[src/rtl/hexload_pkg.sv]
package hexload_pkg;

    typedef enum logic [3:0] {
        K_DIGIT,
        K_UNK,
        K_UNDER,
        K_SPACE,
        K_SLASH,
        K_STAR,
        K_AT,
        K_EOS,
        K_OTHER
    } kind_e;

    typedef struct packed {
        kind_e      kind;
        logic       newline;
        logic [3:0] value;
    } chr_t;

    typedef enum logic [3:0] {
        ST_GAP,
        ST_WORD,
        ST_ADDR,
        ST_SLASH,
        ST_LINE,
        ST_BLOCK,
        ST_BSTAR,
        ST_SKIP,
        ST_WRITE,
        ST_DONE
    } state_e;

endpackage

[src/rtl/hexload_classify.sv]
module hexload_classify
    import hexload_pkg::*;
#(
    parameter logic [7:0] EOS_CODE = 8'h04
) (
    input  logic [7:0] in_byte,
    output chr_t       chr
);

    always_comb begin
        chr         = '0;
        chr.kind    = K_OTHER;
        chr.newline = (in_byte == 8'h0A);
        if (in_byte == EOS_CODE) begin
            chr.kind = K_EOS;
        end else if (in_byte >= 8'h30 && in_byte <= 8'h39) begin
            chr.kind  = K_DIGIT;
            chr.value = in_byte[3:0];
        end else if ((in_byte >= 8'h41 && in_byte <= 8'h46) ||
                     (in_byte >= 8'h61 && in_byte <= 8'h66)) begin
            chr.kind  = K_DIGIT;
            chr.value = in_byte[3:0] + 4'd9;
        end else if (in_byte == 8'h78 || in_byte == 8'h58 ||
                     in_byte == 8'h7A || in_byte == 8'h5A) begin
            chr.kind = K_UNK;
        end else if (in_byte == 8'h5F) begin
            chr.kind = K_UNDER;
        end else if (in_byte == 8'h20 || (in_byte >= 8'h09 && in_byte <= 8'h0D)) begin
            chr.kind = K_SPACE;
        end else if (in_byte == 8'h2F) begin
            chr.kind = K_SLASH;
        end else if (in_byte == 8'h2A) begin
            chr.kind = K_STAR;
        end else if (in_byte == 8'h40) begin
            chr.kind = K_AT;
        end
    end

endmodule

[src/rtl/hexload_core.sv]
module hexload_core
    import hexload_pkg::*;
#(
    parameter int DATA_W = 14,
    parameter int ADDR_W = 11
) (
    input  logic              clk,
    input  logic              rst_n,
    input  logic              in_valid,
    input  chr_t              chr,
    output logic              in_ready,
    output logic              wr_en,
    output logic [ADDR_W-1:0] wr_addr,
    output logic [DATA_W-1:0] wr_data,
    output logic              done,
    output logic              err,
    output logic              unk
);

    localparam int ACC_W = (DATA_W > ADDR_W) ? DATA_W : ADDR_W;

    typedef struct packed {
        state_e            state;
        state_e            ret;
        logic [ACC_W-1:0]  acc;
        logic              acc_ovf;
        logic              have_dig;
        logic [ADDR_W-1:0] addr;
        logic              addr_ovf;
        logic              wr_en;
        logic [ADDR_W-1:0] wr_addr;
        logic [DATA_W-1:0] wr_data;
        logic              err;
        logic              unk;
    } regs_t;

    regs_t q, d;

    logic              take;
    logic [ACC_W+3:0]  wide;
    logic              hi_data;
    logic              hi_addr;
    logic [ADDR_W:0]   nxt_addr;
    state_e            follow;
    logic              word_ok;

    assign in_ready = (q.state != ST_WRITE) && (q.state != ST_DONE);
    assign take     = in_valid && in_ready;
    assign wide     = {q.acc, chr.value};
    assign hi_data  = |wide[ACC_W+3:DATA_W];
    assign hi_addr  = |wide[ACC_W+3:ADDR_W];
    assign nxt_addr = {1'b0, q.addr} + (ADDR_W+1)'(1);
    assign word_ok  = !q.acc_ovf && !q.addr_ovf;

    always_comb begin
        case (chr.kind)
            K_SLASH: follow = ST_SLASH;
            K_EOS:   follow = ST_DONE;
            default: follow = ST_GAP;
        endcase
    end

    always_comb begin
        d       = q;
        d.wr_en = 1'b0;
        if (q.state == ST_WRITE) begin
            d.state = q.ret;
        end else if (take) begin
            case (q.state)
                ST_GAP: begin
                    case (chr.kind)
                        K_DIGIT, K_UNK: begin
                            d.state   = ST_WORD;
                            d.acc     = ACC_W'(chr.value);
                            d.acc_ovf = 1'b0;
                            d.unk     = q.unk | (chr.kind == K_UNK);
                        end
                        K_AT: begin
                            d.state    = ST_ADDR;
                            d.acc      = '0;
                            d.acc_ovf  = 1'b0;
                            d.have_dig = 1'b0;
                        end
                        K_SPACE: ;
                        K_SLASH: d.state = ST_SLASH;
                        K_EOS:   d.state = ST_DONE;
                        default: begin
                            d.err   = 1'b1;
                            d.state = ST_SKIP;
                        end
                    endcase
                end
                ST_WORD, ST_ADDR: begin
                    case (chr.kind)
                        K_DIGIT, K_UNK: begin
                            d.acc      = wide[ACC_W-1:0];
                            d.acc_ovf  = q.acc_ovf |
                                         ((q.state == ST_WORD) ? hi_data : hi_addr);
                            d.have_dig = 1'b1;
                            d.unk      = q.unk | (chr.kind == K_UNK);
                        end
                        K_UNDER: ;
                        K_SPACE, K_SLASH, K_EOS: begin
                            if (q.state == ST_WORD) begin
                                d.wr_en    = word_ok;
                                d.wr_addr  = q.addr;
                                d.wr_data  = q.acc[DATA_W-1:0];
                                d.err      = q.err | !word_ok;
                                d.addr     = nxt_addr[ADDR_W-1:0];
                                d.addr_ovf = q.addr_ovf | nxt_addr[ADDR_W];
                                d.ret      = follow;
                                d.state    = ST_WRITE;
                            end else begin
                                if (!q.have_dig) begin
                                    d.err = 1'b1;
                                end else begin
                                    d.addr     = q.acc[ADDR_W-1:0];
                                    d.addr_ovf = q.acc_ovf;
                                end
                                d.state = follow;
                            end
                        end
                        default: begin
                            d.err   = 1'b1;
                            d.state = ST_SKIP;
                        end
                    endcase
                end
                ST_SLASH: begin
                    case (chr.kind)
                        K_SLASH: d.state = ST_LINE;
                        K_STAR:  d.state = ST_BLOCK;
                        K_SPACE: begin d.err = 1'b1; d.state = ST_GAP;  end
                        K_EOS:   begin d.err = 1'b1; d.state = ST_DONE; end
                        default: begin d.err = 1'b1; d.state = ST_SKIP; end
                    endcase
                end
                ST_LINE: begin
                    if (chr.newline)             d.state = ST_GAP;
                    else if (chr.kind == K_EOS)  d.state = ST_DONE;
                end
                ST_BLOCK: begin
                    if (chr.kind == K_STAR) begin
                        d.state = ST_BSTAR;
                    end else if (chr.kind == K_EOS) begin
                        d.err   = 1'b1;
                        d.state = ST_DONE;
                    end
                end
                ST_BSTAR: begin
                    case (chr.kind)
                        K_SLASH: d.state = ST_GAP;
                        K_STAR:  d.state = ST_BSTAR;
                        K_EOS:   begin d.err = 1'b1; d.state = ST_DONE; end
                        default: d.state = ST_BLOCK;
                    endcase
                end
                ST_SKIP: begin
                    if (chr.kind == K_SPACE)     d.state = ST_GAP;
                    else if (chr.kind == K_EOS)  d.state = ST_DONE;
                end
                default: ;
            endcase
        end
    end

    always_ff @(posedge clk) begin
        if (!rst_n) begin
            q       <= '0;
            q.state <= ST_GAP;
            q.ret   <= ST_GAP;
        end else begin
            q <= d;
        end
    end

    assign wr_en   = q.wr_en;
    assign wr_addr = q.wr_addr;
    assign wr_data = q.wr_data;
    assign done    = (q.state == ST_DONE);
    assign err     = q.err;
    assign unk     = q.unk;

endmodule

[src/rtl/hex_image_loader.sv]
module hex_image_loader
    import hexload_pkg::*;
#(
    parameter int         DATA_W   = 14,
    parameter int         ADDR_W   = 11,
    parameter logic [7:0] EOS_CODE = 8'h04
) (
    input  logic              clk,
    input  logic              rst_n,
    input  logic              in_valid,
    input  logic [7:0]        in_byte,
    output logic              in_ready,
    output logic              wr_en,
    output logic [ADDR_W-1:0] wr_addr,
    output logic [DATA_W-1:0] wr_data,
    output logic              done,
    output logic              err,
    output logic              unk
);

    chr_t chr;

    hexload_classify #(.EOS_CODE(EOS_CODE)) u_class (
        .in_byte (in_byte),
        .chr     (chr)
    );

    hexload_core #(.DATA_W(DATA_W), .ADDR_W(ADDR_W)) u_core (
        .clk      (clk),
        .rst_n    (rst_n),
        .in_valid (in_valid),
        .chr      (chr),
        .in_ready (in_ready),
        .wr_en    (wr_en),
        .wr_addr  (wr_addr),
        .wr_data  (wr_data),
        .done     (done),
        .err      (err),
        .unk      (unk)
    );

endmodule

[config.mk]
export PLATFORM = sky130hd
export DESIGN_NAME = hex_image_loader
export DESIGN_NICKNAME = d
export VERILOG_FILES = /design/src/rtl/hexload_pkg.sv /design/src/rtl/hexload_classify.sv /design/src/rtl/hexload_core.sv /design/src/rtl/hex_image_loader.sv
export SDC_FILE = /design/constraint.sdc
export NUM_CORES = 1
export LEC_CHECK = 0
export BUFFER_PORTS_ARGS = -buffer_cell sky130_fd_sc_hd__buf_2
export CORE_AREA = 8 8 107 109
export DETAILED_ROUTE_END_ITERATION = 7
export DIE_AREA = 0 0 115 117
export PLACE_DENSITY = 0.7
export SETUP_SLACK_MARGIN = 0.02
export SYNTH_ARGS = -nofsm -noshare
export SYNTH_HDL_FRONTEND = slang
export SYNTH_SLANG_ARGS = --single-unit
[constraint.sdc]
create_clock -name clk -period 2.2 [get_ports clk]
set_input_delay 0.33 -clock clk [delete_from_list [all_inputs] [get_ports clk]]
set_output_delay 0.33 -clock clk [all_outputs]
set_load 0.01 [all_outputs]
==> run metrics <==
WL/cell between 15 and 20 um; Worst EP arrival 2330 ps; global-route wire length before repair between 15 and 20 mm; RSZ-0062 raised after global routing yes; Hold Fails Final Rpt 0; vias per cell about 5.4; CP delay by family, top compound AO/OA/AOI/OAI gates; CP Capture Point u_core.q[31]$_SDFFE_PN0P_; GP Congestion 0.9397; cell count after synthesis 461; number of buffers created by CTS 9; minimum clock period after layout 2072 ps; Crit. End Element flop; critical path launch point type input pin; slew margin rel. 60.69%; CTS tree yes; Unique masters post-synth a little over 70; Layout Cells excl Fill roughly 670; Die X between 100 and 150 um; Final Power about 2800 uW; crit-path cells buf_2 > inv_1 > buf_4 > ha_2 > or2_2 > a211o_1 > nand2_4 > o2111ai_4 > or2_4 > a21oi_1; Synth area leader dfxtp_1; largest net degree at the start of global routing 35; synth top area cells dfxtp_1 33%, mux2i_1 6.9%, nor2_1 6.4%; layout cells sized above 1 29.85%; die area 13,460 um2; Worst-path clk slew 70 ps; DRT antenna net count 0; CTS hold repair buffers 0; Critical Path Start in_byte[0]; R2R depth 6; max cap viols 0; DIE HEIGHT 117 um; Worst path max stage delay 360 ps; initial antenna violation count 0; # setup viols final 0; Top FF cell, synth dfxtp_1; clock skew 11.72 ps; leak pwr 0.002063 uW; top cell type's share of synthesized area 33.49%; GR Overflow Total 0; Syn Nets about 480; wirelength, routed 10.31 mm; Max clock buf depth 2; Setup CP Type in2reg; Initial DRC Count roughly 220; nets 548; Core Box Area between 9000 and 10,000 um2; Final Slew Violations 0; CP max FO 23; final worst slack 127.9 ps; critical path depth 10; Area Growth Syn to Fin 23.02%; Ports 41; Root Driver clkbuf_8; PortBufs 40; row cnt 37; status completed; setup slack, reg-to-reg roughly 150 ps; DRT Pass-1 Iters 7; reg-to-reg startpoint u_core.q[63]$_SDFFE_PN0P_; Peak VDD IR 0.0002405 V; Buf/Inv on CP 3; dpl ws -273.9 ps; ys async rst share 0%; Period Utilization, post-route 94.19%; most common cell in the netlist nor2_1; synth cell count leaders 64 x nor2_1, 63 x dfxtp_1, 31 x a21oi_1, 30 x nand2_1; vias in the first global route 3,482; synthesized area per cell 8.169 um2; Max Freq 482.6 MHz; pwr dens around 600 nW/um2; reg-to-reg critical path endpoint u_core.q[63]$_SDFFE_PN0P_; worst skew pair latency 340 ps; # H-tree levels 3; CP Data Required Time around 2500 ps; min-delay src in_valid; Post-synth EDFFs 0; synth warn 0; Hold Crit Class in2reg; # DRC 0; Seq/Total Area, Yosys approximately 33%; Post-Syn Area between 3000 and 4000 um2; ANT cells 0; DR vias around 3.6k; All-Layer GR Usage approximately 16%; Slew @ Worst Pin 584.3 ps; Final HPWL DP 7.835 mm; count of state elements after synthesis 63; Starting Density approximately two fifths; CTS Sinks 63; CP max stage cell a211o_1; number of cells after detailed placement 655; Filler Cells Inserted 974
-- metrics by stage --
stage	area, um2	util (%)	hold WS, ps	setup TNS, ps
after floorplan	3805	-	443.9	-0.6957
after global placement	4390	44.32	442.4	-7425
after detailed placement	4390	44.32	453.3	-10500
after CTS	4593	46.36	324.3	0
after global routing	4633	46.77	348.4	-31.65
final	4633	46.77	340.9	0
-- cell type report --
type                       instances  area, um2  area share, %
clock buffer                       9      123.9          2.674
clock inverter                     7      78.83          1.701
inverter                           8      30.03         0.6481
multi-input combinational        338       2211          47.72
sequential                        63       1261          27.22
tap                              136      170.2          3.673
timing repair buffer             111      758.2          16.37
-- power breakdown --
| group | switching (uW) | internal (uW) | total, uW |
|---|---|---|---|
| Sequential | 21.2 | 1160 | 1180 |
| Combinational | 334 | 248 | 582 |
| Clock | 495 | 532 | 1030 |
| Total | 850 | 1940 | 2790 |
-- routing by layer --
layer,share of wire (%),routed length (um),global-route usage [%]
met4,2.6,271,7.356
met1,45,4615,19.25
met5,0,0,0
met3,4.9,509,3.335
met2,48,4916,25.84
-- timing repair --
item | CTS | global route
gates resized for setup | 0 | 12
buffers inserted | 0 | 1
endpoints found under the setup margin | 0 | 19
-- how the worst min path moves through the flow --
| stage | endpoint | slack (ps) | depth (start not counted) |
|---|---|---|---|
| 3_3_place_gp | u_core.err$_SDFFE_PN0P_ | 440 | 2 |
| 5_1_grt | u_core.q[61]$_SDFFE_PN0P_ | 350 | 3 |
| 2_1_floorplan | u_core.q[55]$_SDFFE_PN0P_ | 440 | 2 |
| 4_1_cts | u_core.q[61]$_SDFFE_PN0P_ | 320 | 3 |
| 6_report | u_core.q[61]$_SDFFE_PN0P_ | 340 | 3 |
| 3_5_place_dp | u_core.err$_SDFFE_PN0P_ | 450 | 2 |
-- flip-flops by register name, summed over array words and instances, names as in the netlist --
| register | cells |
|---|---|
| u_core.q | 35 |
| u_core.wr_data | 14 |
| u_core.wr_addr | 11 |
| u_core.err | 1 |
| u_core.unk | 1 |
| u_core.wr_en | 1 |
-- layout by cell type, fill, tap and decap left out, types with 5 or more instances in the layout --
master	instances
nor2_1	62
and3_1	8
ha_1	5
nand2b_1	10
buf_4	69
o31ai_1	6
nand2_1	30
a211oi_1	7
a21oi_1	30
a31oi_1	8
or2_0	6
dfxtp_1	63
mux2i_1	26
o21ai_0	15
a22oi_1	6
inv_1	7
buf_2	40
clkbuf_8	9
nand3_1	16
nor3_1	9
-- tightest hold or removal path, stage by stage --
cell and delay [ps]:
buf_2 130, o2111ai_1 90, a221oi_1 80
-- cell families (layout without fill, tap and decap cells) --
kind of cell,Yosys count,count (layout),synth area share (%)
simple gates,181,181,23.99
xor+xnor,1,1,0.2326
compound gates,122,122,23.16
fa+ha+maj,6,6,1.993
flops,63,63,33.49
mux,28,28,7.508
buf+inv,60,135,9.635
No activity file was read; power rests on OpenSTA's default activity.
